**config.mk**
```make
export PLATFORM = sky130hd
export DESIGN_NAME = jtag_dp_scan
export DESIGN_NICKNAME = d
export VERILOG_FILES = /design/src/rtl/jdp_pkg.sv /design/src/rtl/jdp_tap_fsm.sv /design/src/rtl/jdp_ir.sv /design/src/rtl/jdp_dr_path.sv /design/src/rtl/jdp_dp_regs.sv /design/src/rtl/jtag_dp_scan.sv
export SDC_FILE = /design/constraint.sdc
export NUM_CORES = 1
export LEC_CHECK = 0
export ABC_AREA = 1
export BUFFER_PORTS_ARGS = -buffer_cell sky130_fd_sc_hd__buf_4
export CORE_UTILIZATION = 50
export DETAILED_ROUTE_END_ITERATION = 12
export PLACE_DENSITY = 0.66
export SLEW_MARGIN = 5
export SYNTH_ARGS = -nofsm -noshare
export SYNTH_HDL_FRONTEND = slang
export SYNTH_SLANG_ARGS = --single-unit
```
**constraint.sdc**
```tcl
create_clock -name tck -period 3.7 [get_ports tck]
set_input_delay 0.37 -clock tck [delete_from_list [all_inputs] [get_ports tck]]
set_output_delay 0.37 -clock tck [all_outputs]
set_load 0.03 [all_outputs]
```
**src/rtl/jdp_pkg.sv**
```systemverilog
package jdp_pkg;

    localparam int DATA_W    = 32;
    localparam int IR_W      = 4;
    localparam int ACK_W     = 3;
    localparam int DR_W      = DATA_W + ACK_W;
    localparam int ADDR_W    = 2;
    localparam int APSEL_W   = 8;
    localparam int BANK_W    = 4;
    localparam int APSEL_LSB = 24;
    localparam int BANK_LSB  = 4;

    localparam logic [IR_W-1:0]   INS_DPACC  = 4'hA;
    localparam logic [IR_W-1:0]   INS_APACC  = 4'hB;
    localparam logic [IR_W-1:0]   INS_IDCODE = 4'hE;
    localparam logic [IR_W-1:0]   IR_CAPTURE = 4'b0001;
    localparam logic [ACK_W-1:0]  ACK_OK     = 3'b010;
    localparam logic [ADDR_W-1:0] DPA_SELECT = 2'd2;
    localparam logic [ADDR_W-1:0] DPA_RDBUF  = 2'd3;

    typedef enum logic [3:0] {
        S_RESET, S_IDLE,
        S_SEL_DR, S_CAP_DR, S_SHF_DR, S_EX1_DR, S_PAU_DR, S_EX2_DR, S_UPD_DR,
        S_SEL_IR, S_CAP_IR, S_SHF_IR, S_EX1_IR, S_PAU_IR, S_EX2_IR, S_UPD_IR
    } tap_state_e;

    typedef enum logic [1:0] {K_BYPASS, K_IDCODE, K_ACCESS} dr_kind_e;

endpackage

```
**src/rtl/jdp_tap_fsm.sv**
```systemverilog
module jdp_tap_fsm
    import jdp_pkg::*;
(
    input  logic       tck,
    input  logic       trst_n,
    input  logic       tms,
    output tap_state_e state,
    output logic       in_reset,
    output logic       cap_dr,
    output logic       shf_dr,
    output logic       upd_dr,
    output logic       cap_ir,
    output logic       shf_ir,
    output logic       upd_ir
);

    tap_state_e state_q, state_d;

    always_ff @(posedge tck or negedge trst_n) begin
        if (!trst_n) state_q <= S_RESET;
        else         state_q <= state_d;
    end

    always_comb begin
        state_d = state_q;
        unique case (state_q)
            S_RESET:  state_d = tms ? S_RESET  : S_IDLE;
            S_IDLE:   state_d = tms ? S_SEL_DR : S_IDLE;
            S_SEL_DR: state_d = tms ? S_SEL_IR : S_CAP_DR;
            S_CAP_DR: state_d = tms ? S_EX1_DR : S_SHF_DR;
            S_SHF_DR: state_d = tms ? S_EX1_DR : S_SHF_DR;
            S_EX1_DR: state_d = tms ? S_UPD_DR : S_PAU_DR;
            S_PAU_DR: state_d = tms ? S_EX2_DR : S_PAU_DR;
            S_EX2_DR: state_d = tms ? S_UPD_DR : S_SHF_DR;
            S_UPD_DR: state_d = tms ? S_SEL_DR : S_IDLE;
            S_SEL_IR: state_d = tms ? S_RESET  : S_CAP_IR;
            S_CAP_IR: state_d = tms ? S_EX1_IR : S_SHF_IR;
            S_SHF_IR: state_d = tms ? S_EX1_IR : S_SHF_IR;
            S_EX1_IR: state_d = tms ? S_UPD_IR : S_PAU_IR;
            S_PAU_IR: state_d = tms ? S_EX2_IR : S_PAU_IR;
            S_EX2_IR: state_d = tms ? S_UPD_IR : S_SHF_IR;
            S_UPD_IR: state_d = tms ? S_SEL_DR : S_IDLE;
        endcase
    end

    always_comb begin
        state    = state_q;
        in_reset = (state_q == S_RESET);
        cap_dr   = (state_q == S_CAP_DR);
        shf_dr   = (state_q == S_SHF_DR);
        upd_dr   = (state_q == S_UPD_DR);
        cap_ir   = (state_q == S_CAP_IR);
        shf_ir   = (state_q == S_SHF_IR);
        upd_ir   = (state_q == S_UPD_IR);
    end

endmodule

```
**src/rtl/jdp_ir.sv**
```systemverilog
module jdp_ir
    import jdp_pkg::*;
(
    input  logic     tck,
    input  logic     trst_n,
    input  logic     tdi,
    input  logic     in_reset,
    input  logic     cap_ir,
    input  logic     shf_ir,
    input  logic     upd_ir,
    output dr_kind_e kind,
    output logic     is_ap,
    output logic     ir_tdo
);

    logic [IR_W-1:0] ir_q;
    logic [IR_W-1:0] ir_sr;

    always_ff @(posedge tck or negedge trst_n) begin
        if (!trst_n) begin
            ir_q  <= INS_IDCODE;
            ir_sr <= '0;
        end else if (in_reset) begin
            ir_q  <= INS_IDCODE;
        end else begin
            if (cap_ir)      ir_sr <= IR_CAPTURE;
            else if (shf_ir) ir_sr <= {tdi, ir_sr[IR_W-1:1]};
            if (upd_ir)      ir_q  <= ir_sr;
        end
    end

    always_comb begin
        kind  = K_BYPASS;
        is_ap = 1'b0;
        case (ir_q)
            INS_DPACC:  kind = K_ACCESS;
            INS_APACC:  begin kind = K_ACCESS; is_ap = 1'b1; end
            INS_IDCODE: kind = K_IDCODE;
            default:    kind = K_BYPASS;
        endcase
    end

    assign ir_tdo = ir_sr[0];

endmodule

```
**src/rtl/jdp_dr_path.sv**
```systemverilog
module jdp_dr_path
    import jdp_pkg::*;
#(
    parameter logic [DATA_W-1:0] IDCODE_VAL = 32'h3BA0_0477
) (
    input  logic              tck,
    input  logic              trst_n,
    input  logic              tdi,
    input  logic              cap_dr,
    input  logic              shf_dr,
    input  dr_kind_e          kind,
    input  logic [DATA_W-1:0] ret_data,
    output logic [DR_W-1:0]   sr,
    output logic              dr_tdo
);

    logic [DR_W-1:0] sr_q, sr_shift;

    always_comb begin
        sr_shift = sr_q >> 1;
        unique case (kind)
            K_BYPASS: sr_shift[0]        = tdi;
            K_IDCODE: sr_shift[DATA_W-1] = tdi;
            K_ACCESS: sr_shift[DR_W-1]   = tdi;
            default:  sr_shift[0]        = tdi;
        endcase
    end

    always_ff @(posedge tck or negedge trst_n) begin
        if (!trst_n) begin
            sr_q <= '0;
        end else if (cap_dr) begin
            unique case (kind)
                K_IDCODE: sr_q <= {{ACK_W{1'b0}}, IDCODE_VAL};
                K_ACCESS: sr_q <= {ret_data, ACK_OK};
                default:  sr_q <= '0;
            endcase
        end else if (shf_dr) begin
            sr_q <= sr_shift;
        end
    end

    assign sr     = sr_q;
    assign dr_tdo = sr_q[0];

endmodule

```
**src/rtl/jdp_dp_regs.sv**
```systemverilog
module jdp_dp_regs
    import jdp_pkg::*;
(
    input  logic               tck,
    input  logic               trst_n,
    input  logic               upd,
    input  logic               is_ap,
    input  logic               rnw,
    input  logic [ADDR_W-1:0]  addr,
    input  logic [DATA_W-1:0]  wdata,
    input  logic               rsp_valid,
    input  logic [DATA_W-1:0]  rsp_rdata,
    output logic               req_valid,
    output logic [ADDR_W-1:0]  req_addr,
    output logic               req_rnw,
    output logic [DATA_W-1:0]  req_wdata,
    output logic [APSEL_W-1:0] req_apsel,
    output logic [BANK_W-1:0]  req_bank,
    output logic [DATA_W-1:0]  ret_data
);

    logic [DATA_W-1:0] sel_q, rdbuf_q, ret_q;

    always_ff @(posedge tck or negedge trst_n) begin
        if (!trst_n) begin
            sel_q     <= '0;
            rdbuf_q   <= '0;
            ret_q     <= '0;
            req_valid <= 1'b0;
            req_addr  <= '0;
            req_rnw   <= 1'b0;
            req_wdata <= '0;
        end else begin
            req_valid <= 1'b0;
            if (rsp_valid) begin
                rdbuf_q <= rsp_rdata;
                ret_q   <= rsp_rdata;
            end
            if (upd && is_ap) begin
                req_valid <= 1'b1;
                req_addr  <= addr;
                req_rnw   <= rnw;
                req_wdata <= wdata;
            end else if (upd) begin
                case (addr)
                    DPA_SELECT: if (rnw) ret_q <= sel_q; else sel_q <= wdata;
                    DPA_RDBUF:  if (rnw) ret_q <= rdbuf_q;
                    default:    if (rnw) ret_q <= '0;
                endcase
            end
        end
    end

    assign req_apsel = sel_q[APSEL_LSB +: APSEL_W];
    assign req_bank  = sel_q[BANK_LSB +: BANK_W];
    assign ret_data  = ret_q;

endmodule

```
**src/rtl/jtag_dp_scan.sv**
```systemverilog
module jtag_dp_scan
    import jdp_pkg::*;
#(
    parameter logic [31:0] IDCODE_VAL = 32'h3BA0_0477
) (
    input  logic        tck,
    input  logic        trst_n,
    input  logic        tms,
    input  logic        tdi,
    output logic        tdo,
    output logic        req_valid,
    output logic [1:0]  req_addr,
    output logic        req_rnw,
    output logic [31:0] req_wdata,
    output logic [7:0]  req_apsel,
    output logic [3:0]  req_bank,
    input  logic        rsp_valid,
    input  logic [31:0] rsp_rdata
);

    tap_state_e        tap_state;
    logic              in_reset, cap_dr, shf_dr, upd_dr, cap_ir, shf_ir, upd_ir;
    dr_kind_e          kind;
    logic              is_ap, ir_tdo, dr_tdo;
    logic [DR_W-1:0]   sr;
    logic [DATA_W-1:0] ret_data;

    jdp_tap_fsm u_fsm (
        .tck(tck), .trst_n(trst_n), .tms(tms), .state(tap_state),
        .in_reset(in_reset), .cap_dr(cap_dr), .shf_dr(shf_dr), .upd_dr(upd_dr),
        .cap_ir(cap_ir), .shf_ir(shf_ir), .upd_ir(upd_ir)
    );

    jdp_ir u_ir (
        .tck(tck), .trst_n(trst_n), .tdi(tdi), .in_reset(in_reset),
        .cap_ir(cap_ir), .shf_ir(shf_ir), .upd_ir(upd_ir),
        .kind(kind), .is_ap(is_ap), .ir_tdo(ir_tdo)
    );

    jdp_dr_path #(.IDCODE_VAL(IDCODE_VAL)) u_dr (
        .tck(tck), .trst_n(trst_n), .tdi(tdi), .cap_dr(cap_dr), .shf_dr(shf_dr),
        .kind(kind), .ret_data(ret_data), .sr(sr), .dr_tdo(dr_tdo)
    );

    jdp_dp_regs u_regs (
        .tck(tck), .trst_n(trst_n),
        .upd(upd_dr && (kind == K_ACCESS)), .is_ap(is_ap),
        .rnw(sr[0]), .addr(sr[ACK_W-1:1]), .wdata(sr[DR_W-1:ACK_W]),
        .rsp_valid(rsp_valid), .rsp_rdata(rsp_rdata),
        .req_valid(req_valid), .req_addr(req_addr), .req_rnw(req_rnw),
        .req_wdata(req_wdata), .req_apsel(req_apsel), .req_bank(req_bank),
        .ret_data(ret_data)
    );

    always_comb begin
        unique case (1'b1)
            shf_dr:  tdo = dr_tdo;
            shf_ir:  tdo = ir_tdo;
            default: tdo = 1'b0;
        endcase
    end

endmodule

```
==> results.cfg <==
[critical_path]
critPathRequiredTime_ps = 4010
cp_max_fo = 58
cp.arrival_ps = 2850
startpoint_type = flip-flop
worstSetupPathType = reg -> reg
worst_setup_path_end_kind = flip-flop

[route]
drc = 0
avgViaCountPerCell = 5.246
first_pass_iters = 5
drtIter0Drc = 686
post_drt_wl_per_cell_um = 16.11
finalWirelength_mm = 21.52
final_antenna_net_count = 0
via_count = 7009

[place]
hpwl_mm = 14.37
io_buffers = 85
gp_congestion = 0.9016

[clock_tree]
clock_sinks = 179
postCtsSetupBuffers = 0
cts_resized = 0
clk_latency_ps = 430
cts_hold_buf = 0
numCtsBuffers = 17
clkSlewWorstSetupHoldPaths_ps = 60
cts-htree-levels = 4
cts_buffer_depth = 2
cts_tree = yes
clockRootBuffer = clkbuf_16

[sta]
worst_slew_pin_slew_ps = 969.9
slew_violations = 0
fin_skew_ps = 7.902
hold_violations = 2
hold-worst-slack_ps = -12.75
finalCriticalPeriod_ps = 2538
slew_headroom = 0.3527
grt_setup_unrepaired = false
tns_ps = 0
fmaxAchievable_mhz = 394.0
final.period_utilization = 0.6860
setup_viol = 0

[synth]
yosysTopAreaCellShare = 0.5251
synth_cell_type_count = 29
syn_avg_cell_area_um2 = 7.913
synth_warnings = 0
syn-instance-count = 1060
yosys.area.top_type = dfrtp_1
synth_edf_count = 0
syn_nets = 1099
ys_ff_latch = 179
async_flop_share = 1.000
synth_common_cells = nand2_1 (382), dfrtp_1 (176), o21ai_0 (104)
synth_area_um2 = 8388
synth_ff_type = dfrtp_1
synth_area_leaders = dfrtp_1 (53%), nand2_1 (17%), o21ai_0 (6.2%), nand3_1 (5.5%), inv_1 (4.1%)
ys_seq_area_frac = 0.5345
yosysMostFrequentCell = nand2_1

[finish]
nets = 1146
fillCellCount = 1515
drive_gt1_frac = 0.1313
area_growth_pct = 14.95
n_antenna_cell = 0

[global_route]
grt_pass1_wl_mm = 35.95
grt_max_degree = 79
grt_pass1_vias = 6519
gr-total-overflow = 0
antenna_found_initial = 0
grtUsageTotal = 0.2648

[die]
ios = 86
die_y_um = 131.5
fp.dieW_um = 131.5
die_area_um2 = 17300
core.rowCount = 46
core_area_um2 = 16120
start_util = 0.5205

[hold_path]
hold_class = in -> async

[power]
p_total_mw = 6.047
power_density_nw_per_um2 = 627.2
p_leak_nw = 5.094
ir_drop_uv = 402.5

[outcome]
violations = negative hold slack
status = finished with violations

[flow_run]
max_cap_viol_count = 0
worst max-delay path, cell delays in order (launching register included):
cell and delay, ps:
dfrtp_1 470, nand2_2 100, inv_1 160, nand2_2 350
nand2_2 850, inv_1 300, nand2_1 130, nand2_1 60
state kept, by name, summed over array words and instances, names as in the netlist:
signal,count
u_ir.ir_sr,4
u_regs.ret_data,32
u_regs.req_valid,1
u_regs.sel_q,32
u_dr.sr,35
u_regs.rdbuf_q,32
u_fsm.state,4
u_ir.ir_q,4
u_regs.req_rnw,1
u_regs.req_wdata,32
u_regs.req_addr,2
path summary, 6_finish.rpt:
kind | start | end | slack (ps) | cells after the start
worst max-delay path | u_fsm.state[1] | u_dr.sr[34] | 1160 | 7
worst max register to register | u_fsm.state[1] | u_dr.sr[34] | 1160 | 7
max in group asynchronous | trst_n | u_ir.ir_q[2] | 2790 | 2
worst min-delay path | trst_n | u_ir.ir_q[0] | -10 | 1
min in group tck | rsp_rdata[17] | u_regs.rdbuf_q[17] | 170 | 3
worst min register to register | u_regs.rdbuf_q[1] | u_regs.rdbuf_q[1] | 470 | 2
placed cells by master, fill, tap and decap left out, types with 5 or more instances in the layout:
master / instances
clkbuf_16: 17
inv_1: 91
a21oi_1: 16
nand4_1: 5
o21ai_0: 104
dfrtp_1: 175
o21ai_1: 21
nand2_1: 382
buf_4: 98
a21boi_0: 6
nor2_1: 55
nand3_1: 92
a31oi_1: 12
cell type report:
class / instances / area, um^2 / area share
Sequential cell: 179 / 4484 / 0.4651
Timing Repair Buffer: 100 / 767.0 / 0.07955
Clock buffer: 24 / 481.7 / 0.04996
Inverter: 95 / 356.6 / 0.03698
Tap cell: 216 / 270.3 / 0.02803
Multi-Input combinational cell: 714 / 3133 / 0.3249
Clock inverter: 8 / 148.9 / 0.01544
stage by stage:
| step | worst slack (ps) | instance area [um^2] | std cells | util |
|---|---|---|---|---|
| 6_report | 1162 | 9642 | 1336 | 0.5983 |
| 3_3_place_gp | 1368 | 9011 | 1304 | 0.5592 |
| 3_5_place_dp | 1238 | 9011 | 1304 | 0.5592 |
| 4_1_cts | 1206 | 9642 | 1336 | 0.5983 |
| 5_1_grt | 928.4 | 9642 | 1336 | 0.5983 |
| 2_1_floorplan | 1847 | 8388 | 1060 | - |
power breakdown:
part | leakage (nW) | total [mW] | switching [mW] | internal [mW]
clock | 0.301 | 1.92 | 0.737 | 1.19
sequential | 2.29 | 2.66 | 0.386 | 2.27
combinational | 2.51 | 1.47 | 1.02 | 0.443
total | 5.09 | 6.05 | 2.15 | 3.90
logic make-up (layout without fill, tap and decap cells):
| logic type | after synthesis | in the layout | share of synthesized area |
|---|---|---|---|
| fa+ha+maj | 2 | 2 | 0.002983 |
| buf+inv | 167 | 227 | 0.09427 |
| compound gates | 165 | 165 | 0.1032 |
| flops | 179 | 179 | 0.5345 |
| simple gates | 547 | 547 | 0.2651 |
layer usage:
metal,GRT usage,wire length (um)
met5,0,0
met4,0.07041,210
met3,0.04591,1269
met2,0.3577,9077
met1,0.4296,10960
Note: power is estimated with default switching activity, not from simulation.
